--- src/rtl/flash_seq_pkg.sv ---
package flash_seq_pkg;

    typedef enum logic [1:0] {
        OP_READ   = 2'd0,
        OP_PROG   = 2'd1,
        OP_SERASE = 2'd2,
        OP_CERASE = 2'd3
    } fop_e;

    typedef enum logic [2:0] {
        ST_IDLE,
        ST_WSETUP,
        ST_WLOW,
        ST_WHIGH,
        ST_RLOW,
        ST_RGAP,
        ST_RESP
    } fst_e;

    // one bus write of an unlock/command sequence
    typedef struct packed {
        logic        use_uaddr;   // drive the request address
        logic [14:0] fixed_addr;  // otherwise this unlock address
        logic        use_udata;   // drive the request data
        logic [7:0]  cmd;         // otherwise this byte on all lanes
    } cmd_step_t;

    localparam logic [14:0] UNLOCK_HI = 15'h5555;
    localparam logic [14:0] UNLOCK_LO = 15'h2AAA;

    function automatic int cdiv(input int num, input int den);
        return (num + den - 1) / den;
    endfunction

    function automatic int imax(input int a, input int b);
        return (a > b) ? a : b;
    endfunction

    function automatic logic [2:0] last_idx(input fop_e op);
        return (op == OP_PROG) ? 3'd3 : 3'd5;
    endfunction

    function automatic cmd_step_t cmd_step(input fop_e op, input logic [2:0] idx);
        cmd_step_t s;
        s = '{use_uaddr: 1'b0, fixed_addr: UNLOCK_HI, use_udata: 1'b0, cmd: 8'hAA};
        case (idx)
            3'd0: s.cmd = 8'hAA;
            3'd1: begin s.fixed_addr = UNLOCK_LO; s.cmd = 8'h55; end
            3'd2: s.cmd = (op == OP_PROG) ? 8'hA0 : 8'h80;
            3'd3: begin
                if (op == OP_PROG) begin
                    s.use_uaddr = 1'b1;
                    s.use_udata = 1'b1;
                end
            end
            3'd4: begin s.fixed_addr = UNLOCK_LO; s.cmd = 8'h55; end
            default: begin
                if (op == OP_CERASE) begin
                    s.cmd = 8'h10;
                end else begin
                    s.use_uaddr = 1'b1;
                    s.cmd       = 8'h30;
                end
            end
        endcase
        return s;
    endfunction

endpackage

--- src/rtl/flash_seq_timer.sv ---
module flash_seq_timer #(
    parameter int TW = 5
) (
    input  logic          clk,
    input  logic          rst,
    input  logic          load,
    input  logic [TW-1:0] load_val,
    output logic          done
);
    logic [TW-1:0] cnt_q;

    always_ff @(posedge clk) begin
        if (rst) begin
            cnt_q <= '0;
        end else if (load) begin
            cnt_q <= load_val;
        end else if (cnt_q != '0) begin
            cnt_q <= cnt_q - 1'b1;
        end
    end

    assign done = (cnt_q == '0);
endmodule

--- src/rtl/flash_poll_eval.sv ---
module flash_poll_eval #(
    parameter int LANES = 4
) (
    input  logic [LANES-1:0] sample7,
    input  logic [LANES-1:0] expect7,
    input  logic [LANES-1:0] lane_en,
    output logic             match
);
    logic [LANES-1:0] lane_ok;

    for (genvar i = 0; i < LANES; i++) begin : g_lane
        assign lane_ok[i] = !lane_en[i] || (sample7[i] == expect7[i]);
    end

    assign match = &lane_ok;
endmodule

--- src/rtl/flash_cmd_seq.sv ---
module flash_cmd_seq
    import flash_seq_pkg::*;
#(
    parameter int LANES          = 4,
    parameter int AW             = 17,
    parameter int PLW            = 32,
    parameter int CLK_PERIOD_NS  = 5,
    parameter int WE_LOW_NS      = 30,
    parameter int WE_HIGH_NS     = 20,
    parameter int ADDR_HOLD_NS   = 45,
    parameter int RD_ACCESS_NS   = 70,
    parameter int OE_HIGH_NS     = 10
) (
    input  logic                 clk,
    input  logic                 rst,
    input  logic                 req_valid,
    output logic                 req_ready,
    input  logic [1:0]           req_op,
    input  logic [AW-1:0]        req_addr,
    input  logic [8*LANES-1:0]   req_data,
    input  logic [LANES-1:0]     req_lanes,
    input  logic [PLW-1:0]       poll_limit,
    output logic                 resp_valid,
    output logic [8*LANES-1:0]   resp_data,
    output logic                 resp_err,
    output logic [AW-1:0]        f_addr,
    output logic [8*LANES-1:0]   f_dq_out,
    output logic                 f_dq_oe,
    input  logic [8*LANES-1:0]   f_dq_in,
    output logic                 f_ce_n,
    output logic                 f_oe_n,
    output logic [LANES-1:0]     f_we_n
);
    localparam int DW      = 8 * LANES;
    localparam int WH_CYC  = imax(cdiv(WE_HIGH_NS, CLK_PERIOD_NS), 1);
    localparam int WL_CYC  = imax(imax(cdiv(WE_LOW_NS, CLK_PERIOD_NS),
                                       cdiv(ADDR_HOLD_NS, CLK_PERIOD_NS) - WH_CYC), 1);
    localparam int RD_CYC  = imax(cdiv(RD_ACCESS_NS, CLK_PERIOD_NS), 1);
    localparam int OEH_CYC = imax(cdiv(OE_HIGH_NS, CLK_PERIOD_NS), 1);
    localparam int TW      = $clog2(WL_CYC + WH_CYC + RD_CYC + OEH_CYC + 1);

    fst_e               st_q, st_d;
    fop_e               op_q;
    logic [AW-1:0]      uaddr_q;
    logic [DW-1:0]      udata_q;
    logic [DW-1:0]      sample_q;
    logic [LANES-1:0]   lanes_q;
    logic [PLW-1:0]     limit_q;
    logic [PLW-1:0]     polls_q;
    logic [2:0]         idx_q;
    logic               err_q;

    logic               t_load;
    logic [TW-1:0]      t_val;
    logic               t_done;
    cmd_step_t          step;
    logic               last_step;
    logic               poll_ok;
    logic               budget_out;
    logic [LANES-1:0]   exp7;
    logic [LANES-1:0]   smp7;

    assign step       = cmd_step(op_q, idx_q);
    assign last_step  = (idx_q == last_idx(op_q));
    assign budget_out = ({1'b0, polls_q} + 1'b1) >= {1'b0, limit_q};

    for (genvar i = 0; i < LANES; i++) begin : g_bits
        assign exp7[i] = (op_q == OP_PROG) ? udata_q[8*i+7] : 1'b1;
        assign smp7[i] = sample_q[8*i+7];
    end

    flash_seq_timer #(.TW(TW)) u_timer (
        .clk      (clk),
        .rst      (rst),
        .load     (t_load),
        .load_val (t_val),
        .done     (t_done)
    );

    flash_poll_eval #(.LANES(LANES)) u_poll (
        .sample7 (smp7),
        .expect7 (exp7),
        .lane_en (lanes_q),
        .match   (poll_ok)
    );

    always_comb begin
        st_d   = st_q;
        t_load = 1'b0;
        t_val  = '0;
        case (st_q)
            ST_IDLE: begin
                if (req_valid) begin
                    t_load = 1'b1;
                    if (fop_e'(req_op) == OP_READ) begin
                        st_d  = ST_RLOW;
                        t_val = TW'(RD_CYC - 1);
                    end else begin
                        st_d  = ST_WSETUP;
                    end
                end
            end
            ST_WSETUP: begin
                if (t_done) begin
                    st_d   = ST_WLOW;
                    t_load = 1'b1;
                    t_val  = TW'(WL_CYC - 1);
                end
            end
            ST_WLOW: begin
                if (t_done) begin
                    st_d   = ST_WHIGH;
                    t_load = 1'b1;
                    t_val  = TW'(WH_CYC - 1);
                end
            end
            ST_WHIGH: begin
                if (t_done) begin
                    t_load = 1'b1;
                    if (last_step) begin
                        st_d  = ST_RLOW;
                        t_val = TW'(RD_CYC - 1);
                    end else begin
                        st_d  = ST_WSETUP;
                    end
                end
            end
            ST_RLOW: begin
                if (t_done) begin
                    st_d   = ST_RGAP;
                    t_load = 1'b1;
                    t_val  = TW'(OEH_CYC - 1);
                end
            end
            ST_RGAP: begin
                if (t_done) begin
                    if (op_q == OP_READ || poll_ok || budget_out) begin
                        st_d = ST_RESP;
                    end else begin
                        st_d   = ST_RLOW;
                        t_load = 1'b1;
                        t_val  = TW'(RD_CYC - 1);
                    end
                end
            end
            default: st_d = ST_IDLE;
        endcase
    end

    always_ff @(posedge clk) begin
        if (rst) begin
            st_q     <= ST_IDLE;
            op_q     <= OP_READ;
            uaddr_q  <= '0;
            udata_q  <= '0;
            sample_q <= '0;
            lanes_q  <= '0;
            limit_q  <= '0;
            polls_q  <= '0;
            idx_q    <= '0;
            err_q    <= 1'b0;
        end else begin
            st_q <= st_d;
            case (st_q)
                ST_IDLE: begin
                    if (req_valid) begin
                        op_q    <= fop_e'(req_op);
                        uaddr_q <= req_addr;
                        udata_q <= req_data;
                        lanes_q <= req_lanes;
                        limit_q <= poll_limit;
                        polls_q <= '0;
                        idx_q   <= '0;
                        err_q   <= 1'b0;
                    end
                end
                ST_WHIGH: begin
                    if (t_done && !last_step) begin
                        idx_q <= idx_q + 1'b1;
                    end
                end
                ST_RLOW: begin
                    if (t_done) begin
                        sample_q <= f_dq_in;
                    end
                end
                ST_RGAP: begin
                    if (t_done && op_q != OP_READ && !poll_ok) begin
                        polls_q <= polls_q + 1'b1;
                        if (budget_out) begin
                            err_q <= 1'b1;
                        end
                    end
                end
                default: ;
            endcase
        end
    end

    assign req_ready  = (st_q == ST_IDLE);
    assign resp_valid = (st_q == ST_RESP);
    assign resp_data  = sample_q;
    assign resp_err   = err_q;

    assign f_ce_n  = (st_q == ST_IDLE) || (st_q == ST_RESP);
    assign f_oe_n  = (st_q != ST_RLOW);
    assign f_dq_oe = (st_q == ST_WSETUP) || (st_q == ST_WLOW) || (st_q == ST_WHIGH);

    for (genvar i = 0; i < LANES; i++) begin : g_we
        assign f_we_n[i] = !((st_q == ST_WLOW) && lanes_q[i]);
    end

    assign f_addr   = (f_dq_oe && !step.use_uaddr) ? AW'(step.fixed_addr) : uaddr_q;
    assign f_dq_out = step.use_udata ? udata_q : {LANES{step.cmd}};

endmodule

--- config.mk ---
export PLATFORM = sky130hd
export DESIGN_NAME = flash_cmd_seq
export DESIGN_NICKNAME = d
export VERILOG_FILES = /design/src/rtl/flash_seq_pkg.sv /design/src/rtl/flash_seq_timer.sv /design/src/rtl/flash_poll_eval.sv /design/src/rtl/flash_cmd_seq.sv
export SDC_FILE = /design/constraint.sdc
export NUM_CORES = 1
export LEC_CHECK = 0
export BUFFER_PORTS_ARGS = -buffer_cell sky130_fd_sc_hd__buf_2
export CORE_ASPECT_RATIO = 1.4
export CORE_MARGIN = 3
export CORE_UTILIZATION = 48
export CTS_CLUSTER_SIZE = 14
export DETAILED_ROUTE_END_ITERATION = 8
export GPL_ROUTABILITY_DRIVEN = 0
export HOLD_SLACK_MARGIN = 0.02
export PLACE_DENSITY = 0.74
export SLEW_MARGIN = 20
export SYNTH_ARGS = -nofsm -noshare
export SYNTH_HDL_FRONTEND = slang
export SYNTH_SLANG_ARGS = --single-unit
--- constraint.sdc ---
create_clock -name clk -period 3.3 [get_ports clk]
set_clock_uncertainty 0.05 [all_clocks]
set_input_delay 0.165 -clock clk [delete_from_list [all_inputs] [get_ports clk]]
set_output_delay 0.165 -clock clk [all_outputs]
set_load 0.02 [all_outputs]
==> results of run 1 <==
[sequential cells by signal, indices dropped and copies added, names as in the netlist]
signal	cells
limit_q	32
st_q	3
polls_q	32
udata_q	32
idx_q	3
uaddr_q	17
lanes_q	4
u_timer.cnt_q	5
resp_err	1
op_q	2
resp_data	32
[path summary, 6_finish.rpt]
path | cells after the start | slack, ns | to | startpoint
worst max-delay path | 15 | 0.14 | st_q[1]$_SDFFE_PP0P_ | polls_q[8]$_SDFFE_PP0P_
worst max register to register | 15 | 0.14 | st_q[1]$_SDFFE_PP0P_ | polls_q[8]$_SDFFE_PP0P_
worst min register to register | 2 | 0.40 | resp_data[4]$_SDFFE_PP0P_ | resp_data[4]$_SDFFE_PP0P_
worst min-delay path | 5 | 0.23 | st_q[2]$_SDFFE_PP0P_ | req_valid
[synth_stat cells, types with 4 or more instances]
cell type  number
nand3_1        31
clkbuf_1       57
ha_1           39
o21ai_0        29
xnor2_1        30
nand2_1       291
and4_1          7
buf_1           4
a31oi_1         4
nand4_1         7
nor3_1         13
nor4_1          6
nor2_1         40
and2_1          8
nand2b_1        7
a21o_1         25
inv_1          60
o21ai_1        15
buf_2           7
a22oi_1         5
or3_1           7
dfxtp_1       163
mux2i_1         7
a21oi_1       157
xor2_1          5
or2_2           6
nand4b_1        8
o21a_1         20
[stage by stage]
| step | instance area (um2) | total power, uW | instances | hold slack, ns |
|---|---|---|---|---|
| floorplan | 8358 | 3959 | 1110 | 0.2510 |
| global route | 11630 | 7270 | 1676 | 0.2589 |
| CTS | 11570 | 6895 | 1675 | 0.2200 |
| finish | 11630 | 6916 | 1676 | 0.2279 |
| global placement | 9761 | 4662 | 1524 | 0.3548 |
| detailed placement | 9761 | 4693 | 1524 | 0.3600 |
[power by group through the flow]
stage               Clock, uW  Combinational [uW]  Sequential (uW)
floorplan                   0                1580             2380
global placement            0                2230             2430
detailed placement          0                2250             2440
CTS                      2120                2380             2400
global route             2200                2630             2440
finish                   2090                2420             2410
[critical path, cell delays in order, from the launching register on]
cell      delay (ns)
dfxtp_1         0.42
and4_2          0.32
nand4_1         0.10
buf_4           0.18
nor3_2          0.10
buf_4           0.16
nand3_1         0.11
xnor2_1         0.15
ha_1            0.30
nand4_1         0.15
nor4_2          0.25
buf_4           0.16
nand3_1         0.09
o221ai_2        0.19
nor2_2          0.09
a311oi_2        0.26
[metal layers]
metal / GRT usage, % / wire [um] / vias up
met5: 0 / 0 / -
met2: 50.11 / 13740 / 385
li1: - / - / 4383
met3: 5.468 / 1705 / 86
met4: 13.76 / 1064 / 0
met1: 29.96 / 10260 / 4263
[cell type report]
cell class	instances	area, um2
clock buffer	18	439.2
tap	232	290.3
multi-input combinational	815	4646
timing repair buffer	373	2582
antenna	1	2.502
clock inverter	14	182.7
sequential	163	3266
inverter	60	225.2
fill	1328	5253
[logic make-up (layout without fill, tap and decap cells)]
logic type | after synthesis | in the layout | synth area share, %
multiplexers | 10 | 10 | 1.243
AND/OR/NAND/NOR | 451 | 451 | 24.09
adder cells (fa/ha/maj) | 39 | 39 | 5.838
XOR/XNOR | 35 | 35 | 3.668
flip-flops | 163 | 163 | 39.04
AO/OA/AOI/OAI | 280 | 280 | 19.87
buffers and inverters | 132 | 465 | 6.257
other | 0 | 1 | 0
[repair_timing]
item / in CTS / in global routing
hold buffers: 119 / 0
hold endpoints to repair: 119 / 0
endpoints found under the setup margin: 0 / 6
resized for setup: 0 / 16
==> results.json, run 1 <==
{
  "yosys-top-cells-area": "dfxtp_1, nand2_1, a21oi_1, ha_1, xnor2_1",
  "min_path_type": "in2reg",
  "core_um2": 16890,
  "synth_cell_type_count": 57,
  "leakage_uw": 0.004940,
  "cts_buffers": 17,
  "layout_commonest_cell": "nand2_1",
  "end_kind": "flip-flop",
  "root_buffer": "clkbuf_16",
  "synth_edf_count": 0,
  "ir_worst_vdd_mv": 0.3402,
  "synth.top_cell.area_share_pct": 39.04,
  "finalCoreUtilization_pct": 68.89,
  "cts_buffer_depth": 2,
  "synth_top_area_cell": "dfxtp_1",
  "hold_violations": 0,
  "rows": 56,
  "postSynthAreaPerCell_um2": 7.530,
  "fin_ws_ns": 0.1419,
  "firstDrtPassIters": 5,
  "insertion_delay_ns": 0.43,
  "synth_seq_area_share_pct": 39.04,
  "p_sw_share_pct": 38.09,
  "relSlewSlack_pct": 44.12,
  "most-common-layout-cells": "nand2_1, buf_2, dfxtp_1, a21oi_1, dlygate4sd3_1",
  "p_int_uw": 4282,
  "clkSinkCount": 163,
  "p_switching_uw": 2634,
  "synth_fp_nets": 1271,
  "grt_max_degree": 79,
  "area_delta_synth_final_pct": 39.19,
  "dieArea_um2": 19050,
  "combPwrFrac_pct": 35.0,
  "dpl.hpwl_mm": 16.90,
  "drive_gt1_share_pct": 22.45,
  "worstPathArrival_ns": 3.46,
  "viasPerCell": 5.440,
  "synth-seq-cells": 163,
  "worst_pin_slew_ns": 0.8381,
  "antenna_found_initial": 1,
  "tns_ns": 0,
  "crit_fanout": 7,
  "finalSetupViolations": 0,
  "pwr_density_cell_nw_per_um2": 594.5,
  "status": "complete, no violations",
  "criticalPathCategory": "reg2reg",
  "syn_inst": 1110,
  "drc": 0,
  "fmax_ghz": 0.3166,
  "grt_pass1_vias": 8939,
  "cts_tree": "built",
  "io_pins": 213,
  "synthArstFlopShare_pct": 0,
  "post_cts_buffers": 0,
  "rsz0062_at_grt": "true",
  "die-width_um": 117.5,
  "fin_crit_ns": 3.158,
  "grt_usage_pct": 27.32,
  "start_util_pct": 49.50,
  "ys.flop_type": "dfxtp_1",
  "drv_slew": 0,
  "pre_cts_slack_ns": 0.07649,
  "min_period_over_period_pct": 95.70,
  "portBuffers": 212,
  "pwr-share-clk_pct": 30.2,
  "drt_iter0_drc": 706,
  "drt_wl_total_mm": 26.77,
  "cp-start-kind": "flip-flop",
  "cp.required_ns": 3.60,
  "drv_cap": 0,
  "clkTransAtPathRegs_ns": 0.07,
  "grt_pass1_wl_mm": 43.14,
  "grt-ovfl-total": 0,
  "netlist_area_um2": 8358,
  "fp.dieH_um": 162.1,
  "htreeDepth": 4,
  "seqPwrFrac_pct": 34.8,
  "antenna_left": 0,
  "num_vias": 9117,
  "ys_warn_count": 0,
  "fin_nets": 1591,
  "routedWlPerCell_um": 15.97
}
No activity file was read; power rests on OpenSTA's default activity.
==> inputs of run 2 (changes only) <==
--- a/config.mk
+++ b/config.mk
@@ -8,12 +8,13 @@
 export BUFFER_PORTS_ARGS = -buffer_cell sky130_fd_sc_hd__buf_2
 export CORE_ASPECT_RATIO = 1.4
 export CORE_MARGIN = 3
-export CORE_UTILIZATION = 48
+export CORE_UTILIZATION = 54
+export CTS_CLUSTER_DIAMETER = 100
 export CTS_CLUSTER_SIZE = 14
 export DETAILED_ROUTE_END_ITERATION = 8
 export GPL_ROUTABILITY_DRIVEN = 0
 export HOLD_SLACK_MARGIN = 0.02
-export PLACE_DENSITY = 0.74
+export PLACE_DENSITY_LB_ADDON = 0.25
 export SLEW_MARGIN = 20
 export SYNTH_ARGS = -nofsm -noshare
 export SYNTH_HDL_FRONTEND = slang
==> constraint.sdc (replaced) <==
create_clock -name clk -period 3.31 [get_ports clk]
set_clock_uncertainty 0.05 [all_clocks]
set_input_delay 0.1655 -clock clk [delete_from_list [all_inputs] [get_ports clk]]
set_output_delay 0.1655 -clock clk [all_outputs]
set_load 0.02 [all_outputs]
==> results.json, run 2 (same netlist as run 1, synthesis figures left out) <==
{
  "layout_commonest_cell": "nand2_1",
  "clkTransAtPathRegs_ns": 0.06,
  "grt_pass1_vias": 9018,
  "reg2reg_from": "polls_q[14]$_SDFFE_PP0P_",
  "relSlewSlack_pct": 33.80,
  "r2r-end": "st_q[1]$_SDFFE_PP0P_",
  "tns_ns": 0,
  "portBuffers": 212,
  "drt_wl_total_mm": 27.10,
  "rows": 53,
  "start_util_pct": 55.28,
  "drc": 0,
  "num_vias": 9133,
  "cts_tree": "built",
  "cts_buffer_depth": 2,
  "fin_nets": 1585,
  "fp.dieH_um": 153.2,
  "dpl_cell_area_um2": 9642,
  "ir_worst_vdd_mv": 0.4653,
  "min_path_type": "in2reg",
  "antenna_cells": 0,
  "reg2regPathDepth": 12,
  "grt_pass1_wl_mm": 43.84,
  "pwr_density_cell_nw_per_um2": 592.8,
  "cp.required_ns": 3.60,
  "drive_gt1_share_pct": 22.56,
  "core_um2": 15120,
  "rsz0062_at_grt": "true",
  "seq_area_um2": 3272,
  "drv_slew": 0,
  "die-width_um": 111.1,
  "r2r_setup_slack_ns": 0.12,
  "hold-path-cell-count": 4,
  "fmax_ghz": 0.3132,
  "root_buffer": "clkbuf_16",
  "grt_max_degree": 93,
  "most-common-layout-cells": "nand2_1, buf_2, a21oi_1, dfxtp_1, dlygate4sd3_1",
  "leakage_uw": 0.004908,
  "hold-path-endpoint": "limit_q[30]$_SDFFE_PP0P_",
  "insertion_delay_ns": 0.43,
  "io_pins": 213,
  "finalPower_uw": 6856,
  "worst_pin_slew_ns": 0.9930,
  "min_from": "req_valid",
  "end_kind": "flip-flop",
  "dieArea_um2": 17030,
  "crit_fanout": 7,
  "clkSinkCount": 163,
  "fin_cells": 1628,
  "drt_iter0_drc": 1007,
  "antenna_left": 0,
  "firstDrtPassIters": 7,
  "cp-start-kind": "flip-flop",
  "cts_buffers": 17,
  "area_delta_synth_final_pct": 38.37,
  "viasPerCell": 5.610,
  "hold_violations": 0,
  "htreeDepth": 4,
  "routedWlPerCell_um": 16.64,
  "antenna_found_initial": 0,
  "dpl.hpwl_mm": 16.39,
  "dp.cells": 1475,
  "grt_usage_pct": 31.20,
  "status": "complete, no violations",
  "fillCellCount": 1048,
  "worstPathArrival_ns": 3.48,
  "fin_crit_ns": 3.192,
  "grt-ovfl-total": 0,
  "criticalPathCategory": "reg2reg",
  "hold_ws_ns": 0.2140,
  "multiInputGateArea_um2": 4686,
  "fin_area_um2": 11560,
  "drv_cap": 0,
  "finalSetupViolations": 0,
  "min_period_over_period_pct": 96.45
}
[run 2: cell types whose count changed in the layout (fill, tap and decap cells not counted), moves of 2 or more]
cell / previous run / this run
nand2_2: 0 / 2
buf_4: 42 / 35
dfxtp_2: 2 / 7
nand2_1: 290 / 288
inv_6: 5 / 2
dfxtp_1: 161 / 156
clkinvlp_4: 0 / 3
inv_8: 4 / 1
clkbuf_1: 0 / 3
[run 2: how the worst max path moves through the flow]
stage	start	endpoint	slack, ns	cells after the start
final	polls_q[14]$_SDFFE_PP0P_	st_q[1]$_SDFFE_PP0P_	0.12	12
after CTS	polls_q[16]$_SDFFE_PP0P_	st_q[1]$_SDFFE_PP0P_	0.03	13
after detailed placement	polls_q[16]$_SDFFE_PP0P_	st_q[1]$_SDFFE_PP0P_	-0.01	12
after floorplan	polls_q[0]$_SDFFE_PP0P_	st_q[1]$_SDFFE_PP0P_	0.15	13
after global placement	polls_q[16]$_SDFFE_PP0P_	st_q[1]$_SDFFE_PP0P_	0.06	12
after global routing	polls_q[14]$_SDFFE_PP0P_	st_q[1]$_SDFFE_PP0P_	-0.12	12
[run 2: metal layers]
metal / global-route usage [%] / share of wire (%)
met1: 32.93 / 37
met2: 58.80 / 52
met3: 6.891 / 7.1
met4: 13.74 / 3.6
met5: 0 / 0
[run 2: timing repair]
action                     CTS  global route
setup endpoints to repair    1             8
hold buffers               119             0
resized for setup            3            27
hold endpoints to repair   119             0
pin swaps                    0            10
setup buffers                0             3
[run 2: area by class of cell]
type / count / area share, %
clock buffer: 21 / 3.895
clock inverter: 10 / 1.298
inverter: 60 / 1.947
multi-input combinational: 815 / 40.52
sequential: 163 / 28.29
tap: 192 / 2.077
timing repair buffer: 367 / 21.97
[run 2: where the power goes]
| part | internal [uW] | leakage [uW] | switching (uW) |
|---|---|---|---|
| clock network | 1210 | 0.000282 | 827 |
| logic | 874 | 0.00329 | 1540 |
| registers | 2210 | 0.00133 | 194 |
| total | 4290 | 0.00491 | 2560 |
[run 2: stage by stage]
step / setup WS (ns) / util (%)
after floorplan: 0.1517 / -
after global placement: 0.06097 / 63.77
after detailed placement: -0.01258 / 63.77
after global routing: -0.1210 / 76.49
after CTS: 0.02766 / 75.74
final: 0.1175 / 76.49
[run 2: critical path, cell delays in order, from the launching register on]
cell      delay, ns
dfxtp_1        0.37
nand4_1        0.14
or3_4          0.46
nor3_4         0.34
nand2_2        0.12
xnor2_1        0.15
ha_1           0.32
nand2_1        0.06
o21ai_0        0.28
a211oi_1       0.11
o32ai_2        0.38
nor2_4         0.09
a311oi_2       0.23
